==> config.mk <==
export PLATFORM = sky130hd
export DESIGN_NAME = idle_power_ctrl
export DESIGN_NICKNAME = d
export VERILOG_FILES = /design/src/rtl/idle_pmc_pkg.sv /design/src/rtl/pmc_wake_arb.sv /design/src/rtl/pmc_mem_gate.sv /design/src/rtl/pmc_seq.sv /design/src/rtl/idle_power_ctrl.sv
export SDC_FILE = /design/constraint.sdc
export NUM_CORES = 1
export LEC_CHECK = 0
export ABC_CLOCK_PERIOD_IN_PS = 2900
export BUFFER_PORTS_ARGS = -buffer_cell sky130_fd_sc_hd__buf_2
export CAP_MARGIN = 20
export CORE_ASPECT_RATIO = 0.5
export CORE_UTILIZATION = 39
export CTS_CLUSTER_SIZE = 16
export DETAILED_ROUTE_END_ITERATION = 8
export PLACE_DENSITY = 0.85
export SLEW_MARGIN = 20
export SYNTH_ARGS = -nofsm -noshare
export SYNTH_HDL_FRONTEND = slang
export SYNTH_SLANG_ARGS = --single-unit
==> constraint.sdc <==
create_clock -name clk -period 2.9 [get_ports clk]
set_clock_uncertainty 0.2 [all_clocks]
set_input_delay 0.29 -clock clk [delete_from_list [all_inputs] [get_ports clk]]
set_output_delay 0.29 -clock clk [all_outputs]
set_load 0.03 [all_outputs]
==> src/rtl/idle_pmc_pkg.sv <==
package idle_pmc_pkg;

  typedef enum logic [1:0] {
    ST_RUN  = 2'd0,
    ST_REQ  = 2'd1,
    ST_IDLE = 2'd2
  } pm_state_e;

  typedef enum logic [1:0] {
    WK_RESUME = 2'b00,
    WK_IRQ    = 2'b01,
    WK_NMI    = 2'b10,
    WK_RESET  = 2'b11
  } wake_cause_e;

  localparam logic [1:0] SLEEP_CODE_IDLE = 2'b01;
  localparam logic [1:0] SLEEP_CODE_NONE = 2'b00;

  // True when a counter of width w steps from just below its midpoint to the midpoint
  function automatic logic mid_crossing(input logic [31:0] prev_v,
                                        input logic [31:0] cur_v,
                                        input int unsigned w);
    logic [31:0] mid;
    mid = 32'd1 << (w - 1);
    return (prev_v == (mid - 32'd1)) && (cur_v == mid);
  endfunction

  // Fixed-priority cause selection: reset > nmi > watchdog > interrupt
  function automatic wake_cause_e pick_cause(input logic rst_any,
                                             input logic nmi,
                                             input logic wdt,
                                             input logic irq);
    if (rst_any)  return WK_RESET;
    else if (nmi) return WK_NMI;
    else if (wdt) return WK_RESUME;
    else if (irq) return WK_IRQ;
    else          return WK_RESUME;
  endfunction

endpackage

==> src/rtl/pmc_wake_arb.sv <==
module pmc_wake_arb
  import idle_pmc_pkg::*;
#(
  parameter int unsigned WDT_W = 16
) (
  input  logic             clk,
  input  logic             rst_n,
  input  logic             irq_req,
  input  logic             nmi_pin,
  input  logic             hw_reset_evt,
  input  logic             sw_reset_evt,
  input  logic [WDT_W-1:0] wdt_count,
  output logic             wake_any,
  output wake_cause_e      wake_code,
  output logic             wdt_hit
);

  logic [WDT_W-1:0] wdt_prev;
  logic             rst_any;

  always_ff @(posedge clk or negedge rst_n) begin
    if (!rst_n) wdt_prev <= '0;
    else        wdt_prev <= wdt_count;
  end

  always_comb begin
    rst_any   = hw_reset_evt | sw_reset_evt;
    wdt_hit   = mid_crossing(32'(wdt_prev), 32'(wdt_count), WDT_W);
    wake_any  = rst_any | nmi_pin | wdt_hit | irq_req;
    wake_code = pick_cause(rst_any, nmi_pin, wdt_hit, irq_req);
  end

  // a crossing needs the count one cycle earlier to be just below the midpoint
  a_r6_wdt_prev_value: assert property (@(posedge clk) disable iff (!rst_n)
    wdt_hit |-> ($past(wdt_count) == {1'b0, {(WDT_W-1){1'b1}}}));

  // a reset-class event always wins the cause
  a_r7_reset_priority: assert property (@(posedge clk) disable iff (!rst_n)
    (hw_reset_evt || sw_reset_evt) |-> (wake_any && wake_code == WK_RESET));

endmodule

==> src/rtl/pmc_mem_gate.sv <==
module pmc_mem_gate #(
  parameter int unsigned N_MEM = 2
) (
  input  logic             clk,
  input  logic             rst_n,
  input  logic             gated,
  input  logic [N_MEM-1:0] mem_busy,
  output logic [N_MEM-1:0] mem_clk_en
);

  for (genvar g = 0; g < N_MEM; g++) begin : g_mem
    always_comb mem_clk_en[g] = ~gated | mem_busy[g];

    // ungated memories always run
    a_r3_mem_free_running: assert property (@(posedge clk) disable iff (!rst_n)
      !gated |-> mem_clk_en[g]);

    // a pending transaction keeps its own memory clocked during Idle
    a_r4_access_wakes_mem: assert property (@(posedge clk) disable iff (!rst_n)
      (gated && mem_busy[g]) |-> mem_clk_en[g]);
  end

endmodule

==> src/rtl/pmc_seq.sv <==
module pmc_seq
  import idle_pmc_pkg::*;
#(
  parameter int unsigned ADDR_W   = 4,
  parameter int unsigned DATA_W   = 32,
  parameter int unsigned CTL_ADDR = 0,
  parameter int unsigned RST_ADDR = 1
) (
  input  logic              clk,
  input  logic              rst_n,
  input  logic              bus_we,
  input  logic [ADDR_W-1:0] bus_addr,
  input  logic [DATA_W-1:0] bus_wdata,
  input  logic              cpu_idle_ack,
  input  logic              wake_any,
  input  wake_cause_e       wake_code,
  output logic              sw_reset_evt,
  output pm_state_e         state,
  output logic [1:0]        sleep_field,
  output logic              cpu_idle_req,
  output logic              gated,
  output logic              wake_valid,
  output wake_cause_e       wake_cause,
  output logic              reset_seq_start
);

  pm_state_e state_nx;
  logic      ctl_wr;
  logic      sleep_wr;
  logic      wake_fire;

  always_comb begin
    ctl_wr       = bus_we && (bus_addr == ADDR_W'(CTL_ADDR));
    sleep_wr     = ctl_wr && (bus_wdata[1:0] == SLEEP_CODE_IDLE);
    sw_reset_evt = bus_we && (bus_addr == ADDR_W'(RST_ADDR)) && bus_wdata[0];
    wake_fire    = (state != ST_RUN) && wake_any;
    state_nx     = state;
    unique case (state)
      ST_RUN:  if (sleep_wr) state_nx = ST_REQ;
      ST_REQ:  if (wake_any) state_nx = ST_RUN;
               else if (cpu_idle_ack) state_nx = ST_IDLE;
      ST_IDLE: if (wake_any) state_nx = ST_RUN;
      default: state_nx = ST_RUN;
    endcase
  end

  always_ff @(posedge clk or negedge rst_n) begin
    if (!rst_n) begin
      state           <= ST_RUN;
      sleep_field     <= SLEEP_CODE_NONE;
      wake_valid      <= 1'b0;
      wake_cause      <= WK_RESUME;
      reset_seq_start <= 1'b0;
    end else begin
      state           <= state_nx;
      wake_valid      <= wake_fire;
      reset_seq_start <= wake_fire && (wake_code == WK_RESET);
      if (wake_fire) wake_cause <= wake_code;
      if (state_nx == ST_RUN)                    sleep_field <= SLEEP_CODE_NONE;
      else if (state == ST_RUN && sleep_wr)      sleep_field <= SLEEP_CODE_IDLE;
    end
  end

  always_comb begin
    cpu_idle_req = (state == ST_REQ);
    gated        = (state == ST_IDLE);
  end

  // Idle is only reached through an acknowledged request
  a_r3_idle_after_ack: assert property (@(posedge clk) disable iff (!rst_n)
    (state == ST_REQ && state_nx == ST_IDLE) |-> cpu_idle_ack);

  // without ack or wake, the request is held
  a_r2_request_held: assert property (@(posedge clk) disable iff (!rst_n)
    (state == ST_REQ && !cpu_idle_ack && !wake_any) |=> (state == ST_REQ));

  // any wake leaves Idle on the next edge with a report
  a_r5_wake_leaves_idle: assert property (@(posedge clk) disable iff (!rst_n)
    (state == ST_IDLE && wake_any) |=> (state == ST_RUN && wake_valid));

  // reset sequencing coincides with a reset-class report
  a_r8_reset_start: assert property (@(posedge clk) disable iff (!rst_n)
    reset_seq_start |-> (wake_valid && wake_cause == WK_RESET));

  // an aborted request never gates a clock
  a_r9_abort_ungated: assert property (@(posedge clk) disable iff (!rst_n)
    (state == ST_REQ && wake_any) |=> !gated);

  // no report while running
  a_r10_quiet_in_run: assert property (@(posedge clk) disable iff (!rst_n)
    (state == ST_RUN) |=> !wake_valid);

endmodule

==> src/rtl/idle_power_ctrl.sv <==
module idle_power_ctrl
  import idle_pmc_pkg::*;
#(
  parameter int unsigned ADDR_W   = 4,
  parameter int unsigned DATA_W   = 32,
  parameter int unsigned WDT_W    = 16,
  parameter int unsigned N_MEM    = 2,
  parameter int unsigned CTL_ADDR = 0,
  parameter int unsigned RST_ADDR = 1
) (
  input  logic              clk,
  input  logic              rst_n,
  input  logic              bus_we,
  input  logic [ADDR_W-1:0] bus_addr,
  input  logic [DATA_W-1:0] bus_wdata,
  output logic [DATA_W-1:0] ctl_rdata,
  output logic              cpu_idle_req,
  input  logic              cpu_idle_ack,
  input  logic              irq_req,
  input  logic              nmi_pin,
  input  logic              hw_reset_evt,
  input  logic [WDT_W-1:0]  wdt_count,
  input  logic [N_MEM-1:0]  mem_busy,
  output logic              cpu_clk_en,
  output logic [N_MEM-1:0]  mem_clk_en,
  output logic              wake_valid,
  output logic [1:0]        wake_cause,
  output logic              reset_seq_start
);

  localparam int unsigned STATE_LSB = 4;

  logic        sw_reset_evt;
  logic        wake_any;
  logic        wdt_hit;
  logic        gated;
  logic [1:0]  sleep_field;
  wake_cause_e wake_code;
  wake_cause_e wake_cause_q;
  pm_state_e   state;

  pmc_wake_arb #(.WDT_W(WDT_W)) u_arb (
    .clk          (clk),
    .rst_n        (rst_n),
    .irq_req      (irq_req),
    .nmi_pin      (nmi_pin),
    .hw_reset_evt (hw_reset_evt),
    .sw_reset_evt (sw_reset_evt),
    .wdt_count    (wdt_count),
    .wake_any     (wake_any),
    .wake_code    (wake_code),
    .wdt_hit      (wdt_hit)
  );

  pmc_seq #(
    .ADDR_W(ADDR_W), .DATA_W(DATA_W), .CTL_ADDR(CTL_ADDR), .RST_ADDR(RST_ADDR)
  ) u_seq (
    .clk             (clk),
    .rst_n           (rst_n),
    .bus_we          (bus_we),
    .bus_addr        (bus_addr),
    .bus_wdata       (bus_wdata),
    .cpu_idle_ack    (cpu_idle_ack),
    .wake_any        (wake_any),
    .wake_code       (wake_code),
    .sw_reset_evt    (sw_reset_evt),
    .state           (state),
    .sleep_field     (sleep_field),
    .cpu_idle_req    (cpu_idle_req),
    .gated           (gated),
    .wake_valid      (wake_valid),
    .wake_cause      (wake_cause_q),
    .reset_seq_start (reset_seq_start)
  );

  pmc_mem_gate #(.N_MEM(N_MEM)) u_gate (
    .clk        (clk),
    .rst_n      (rst_n),
    .gated      (gated),
    .mem_busy   (mem_busy),
    .mem_clk_en (mem_clk_en)
  );

  always_comb begin
    cpu_clk_en = ~gated;
    wake_cause = wake_cause_q;
    ctl_rdata  = '0;
    ctl_rdata[1:0] = sleep_field;
    ctl_rdata[STATE_LSB +: 2] = state;
  end

  // the CPU is never asked to idle while its clock is off
  a_r2_req_clock_on: assert property (@(posedge clk) disable iff (!rst_n)
    cpu_idle_req |-> cpu_clk_en);

  // memory traffic alone never wakes the CPU
  a_r4_cpu_stays_idle: assert property (@(posedge clk) disable iff (!rst_n)
    (!cpu_clk_en && !wake_any) |=> !cpu_clk_en);

  // a watchdog-only wake reports resume
  a_r6_wdt_resume: assert property (@(posedge clk) disable iff (!rst_n)
    (!cpu_clk_en && wdt_hit && !nmi_pin && !hw_reset_evt && !sw_reset_evt)
      |=> (wake_valid && wake_cause == 2'b00));

endmodule

==> flow_summary.yaml <==
worst_setup_path:
  crit_path_start: "wdt_count[12]"
  critPathMaxStageDelay_ns: 0.55
  endpoint: "u_seq.state[0]$_DFF_PN0_"
  timing.rr.start: "u_arb.wdt_prev[15]$_DFF_PN0_"
  critical_path.max_fanout: 6
  ff2ff_path_depth: 4
  end_kind: "flip-flop"
  regToRegSetupSlack_ns: 1.17
  cp_top_family: "simple AND/OR/NAND/NOR gates"
  worstPathArrival_ns: 1.93
  start_kind: "primary input"
  cp_num_cells: 6
  crit_path_cell_trace: "dlygate4sd3_1, buf_2, nor4b_1, nand2_1, nor3_4, o21ai_0"
  path_class: "in -> reg"
  rr_endpoint: "u_seq.state[0]$_DFF_PN0_"
  worst-path-buf-inv: 2
  cp_data_required_time_ns: 2.83
  slowest_stage: "dlygate4sd3_1"
grt:
  grt_max_degree: 24
  grtUsageTotal: 0.177
  grt_pass1_wl_um: 3680
  grt_overflow_total: 0
  antenna_found_initial: 0
  grt_pass1_vias: 802
sta:
  final.period_utilization: 0.691
  worst_pin_slew_ns: 0.514
  rsz0062_at_grt: "false"
  hold_viol_final: 0
  fmax_mhz: 499
  slew-limit-headroom: 0.656
  period_needed_ns: 2.00
  fin_setup_tns_ns: 0
  setup_viol: 0
  slew_viol_final: 0
drt:
  dr.pass1.iters: 4
  post_drt_via_cell_ratio: 4.41
  totalWireLength_um: 2260
  drtIter0Drc: 30
  num_vias: 842
  ant_nets: 0
  drcViolationCount: 0
  post_drt_wl_per_cell_um: 11.8
logic_synthesis:
  syn_area_sq_um: 1060
  yosysSeqAreaShare: 0.542
  synth_cell_types: 23
  ys_seq_elements: 23
  synth_area_leader_cell: "dfrtp_1"
  netlist.area_leader.share: 0.542
  synth.avg_cell_area_sq_um: 11.2
  syn_inst: 95
  ys_warn_count: 0
  yosys-top-cells-area: "dfrtp_1 (54%), buf_4 (20%), o2bb2ai_1 (2.5%)"
cts:
  cts_max_path_buffers: 2
  cts_resized: 0
  htree_levels: 1
  clk_pin_slew_ns: 0.08
  cts.sinks: 23
  clockRootBuffer: "clkbuf_8"
  clkLatencyLatePin_ns: 0.25
  cts_tree: "built"
  cts_buffers: 3
  hold_buffers: 17
  post_cts_buffers: 0
power:
  power.leakage_nw: 0.706
  p_per_area_nw_per_um2: 451
  ir_drop_uv: 206
floorplanning:
  dieArea_sq_um: 2950
  die-width_um: 75.8
  fp.coreArea_sq_um: 2390
  rows: 12
  dieHeight_um: 38.9
  ios: 101
  start_util: 0.445
place:
  dpl.cell_count: 170
  portBuffers: 41
  dp_hpwl_um: 1440
  routabilityCongestion: 0.706
outcome:
  status: "complete, no violations"
cells_and_area:
  nets: 218
  utilization: 0.592
  antennaDiodeCount: 0
  multiInputGateArea_sq_um: 370
  final_common_cell: "buf_2"
  area_growth_pct: 33.1
  n_fill_cell: 190
  final_cell_mix: "buf_2 (41), conb_1 (29), dfrtp_1 (23), dlygate4sd3_1 (17), nor2_1 (5)"
  drive_gt1_frac: 0.295
  final_cells: 191
  seq_area_sq_um: 576
flow_run:
  max_cap_viol_count: 0
worst_hold_path:
  hp-class: "in -> reg"
-- how the worst min path moves through the flow --
stage / cells past startpoint / from / slack, ns / endpoint
2_1_floorplan: 0 / rst_n / -0.21 / u_arb.wdt_prev[0]$_DFF_PN0_
3_3_place_gp: 1 / rst_n / 0.07 / u_seq.sleep_field[0]$_DFFE_PN0P_
3_5_place_dp: 1 / rst_n / 0.07 / u_seq.sleep_field[0]$_DFFE_PN0P_
4_1_cts: 3 / cpu_idle_ack / 0.13 / u_seq.state[1]$_DFF_PN0_
5_1_grt: 3 / irq_req / 0.15 / u_seq.wake_cause[1]$_DFFE_PN0P_
6_report: 3 / irq_req / 0.13 / u_seq.wake_cause[1]$_DFFE_PN0P_
-- logic make-up after synthesis --
group,Yosys count,synth area share
other,1,0.00353
AOI/OAI and AO/OA,11,0.0695
and+or+nand+nor,30,0.177
buffers and inverters,30,0.208
DFF,23,0.542
-- stage by stage --
step                total power, mW  hold WS, ns  area [sq um]  setup WS (ns)
floorplan                     0.430       -0.206          1170           1.14
global placement              0.432       0.0704          1200           1.21
detailed placement            0.433       0.0732          1200           1.19
CTS                           0.631        0.134          1410          0.985
global route                  0.662        0.152          1410          0.782
finish                        0.638        0.132          1410          0.896
-- power by group --
part	total [mW]	switching [mW]	internal, mW
registers	0.336	0.00382	0.332
logic	0.111	0.0763	0.0346
clock network	0.191	0.0930	0.0976
-- area by class of cell --
cell class / instances / area share
Timing Repair Buffer: 58 / 0.265
Inverter: 1 / 0.00265
Tap cell: 35 / 0.0310
Clock buffer: 4 / 0.0319
Multi-Input combinational cell: 70 / 0.262
Sequential cell: 23 / 0.407
-- synth_stat cells --
master / count
nand4_1: 3
nor2b_1: 2
nor4_1: 4
o21ai_0: 3
o21a_1: 1
nand4b_1: 2
a31oi_1: 2
nand2b_1: 3
nor4b_1: 2
buf_4: 29
nor2_1: 5
or2_1: 1
a21oi_1: 1
nor3_1: 1
inv_1: 1
or4_4: 1
conb_1: 1
nand3_1: 1
o2bb2ai_1: 3
dfrtp_1: 23
nand2_1: 4
o31ai_1: 1
nor3_4: 1
-- tightest hold or removal path: stages --
cell and delay, ns:
buf_2 0.10, nand2b_1 0.09, o21ai_0 0.07
-- layer usage --
layer,wire (um),vias up,GRT usage
li1,-,392,-
met1,1010,405,0.238
met2,1130,43,0.312
met3,114,2,0.0130
met4,17,0,0.0509
met5,0,-,0
-- sequential cells by signal (all words and copies together), names as in the netlist --
| name | cells |
|---|---|
| u_seq.sleep_field | 1 |
| u_seq.reset_seq_start | 1 |
| u_seq.wake_cause | 2 |
| u_seq.state | 2 |
| u_seq.wake_valid | 1 |
| u_arb.wdt_prev | 16 |
Power figures use the tool's default switching activity.
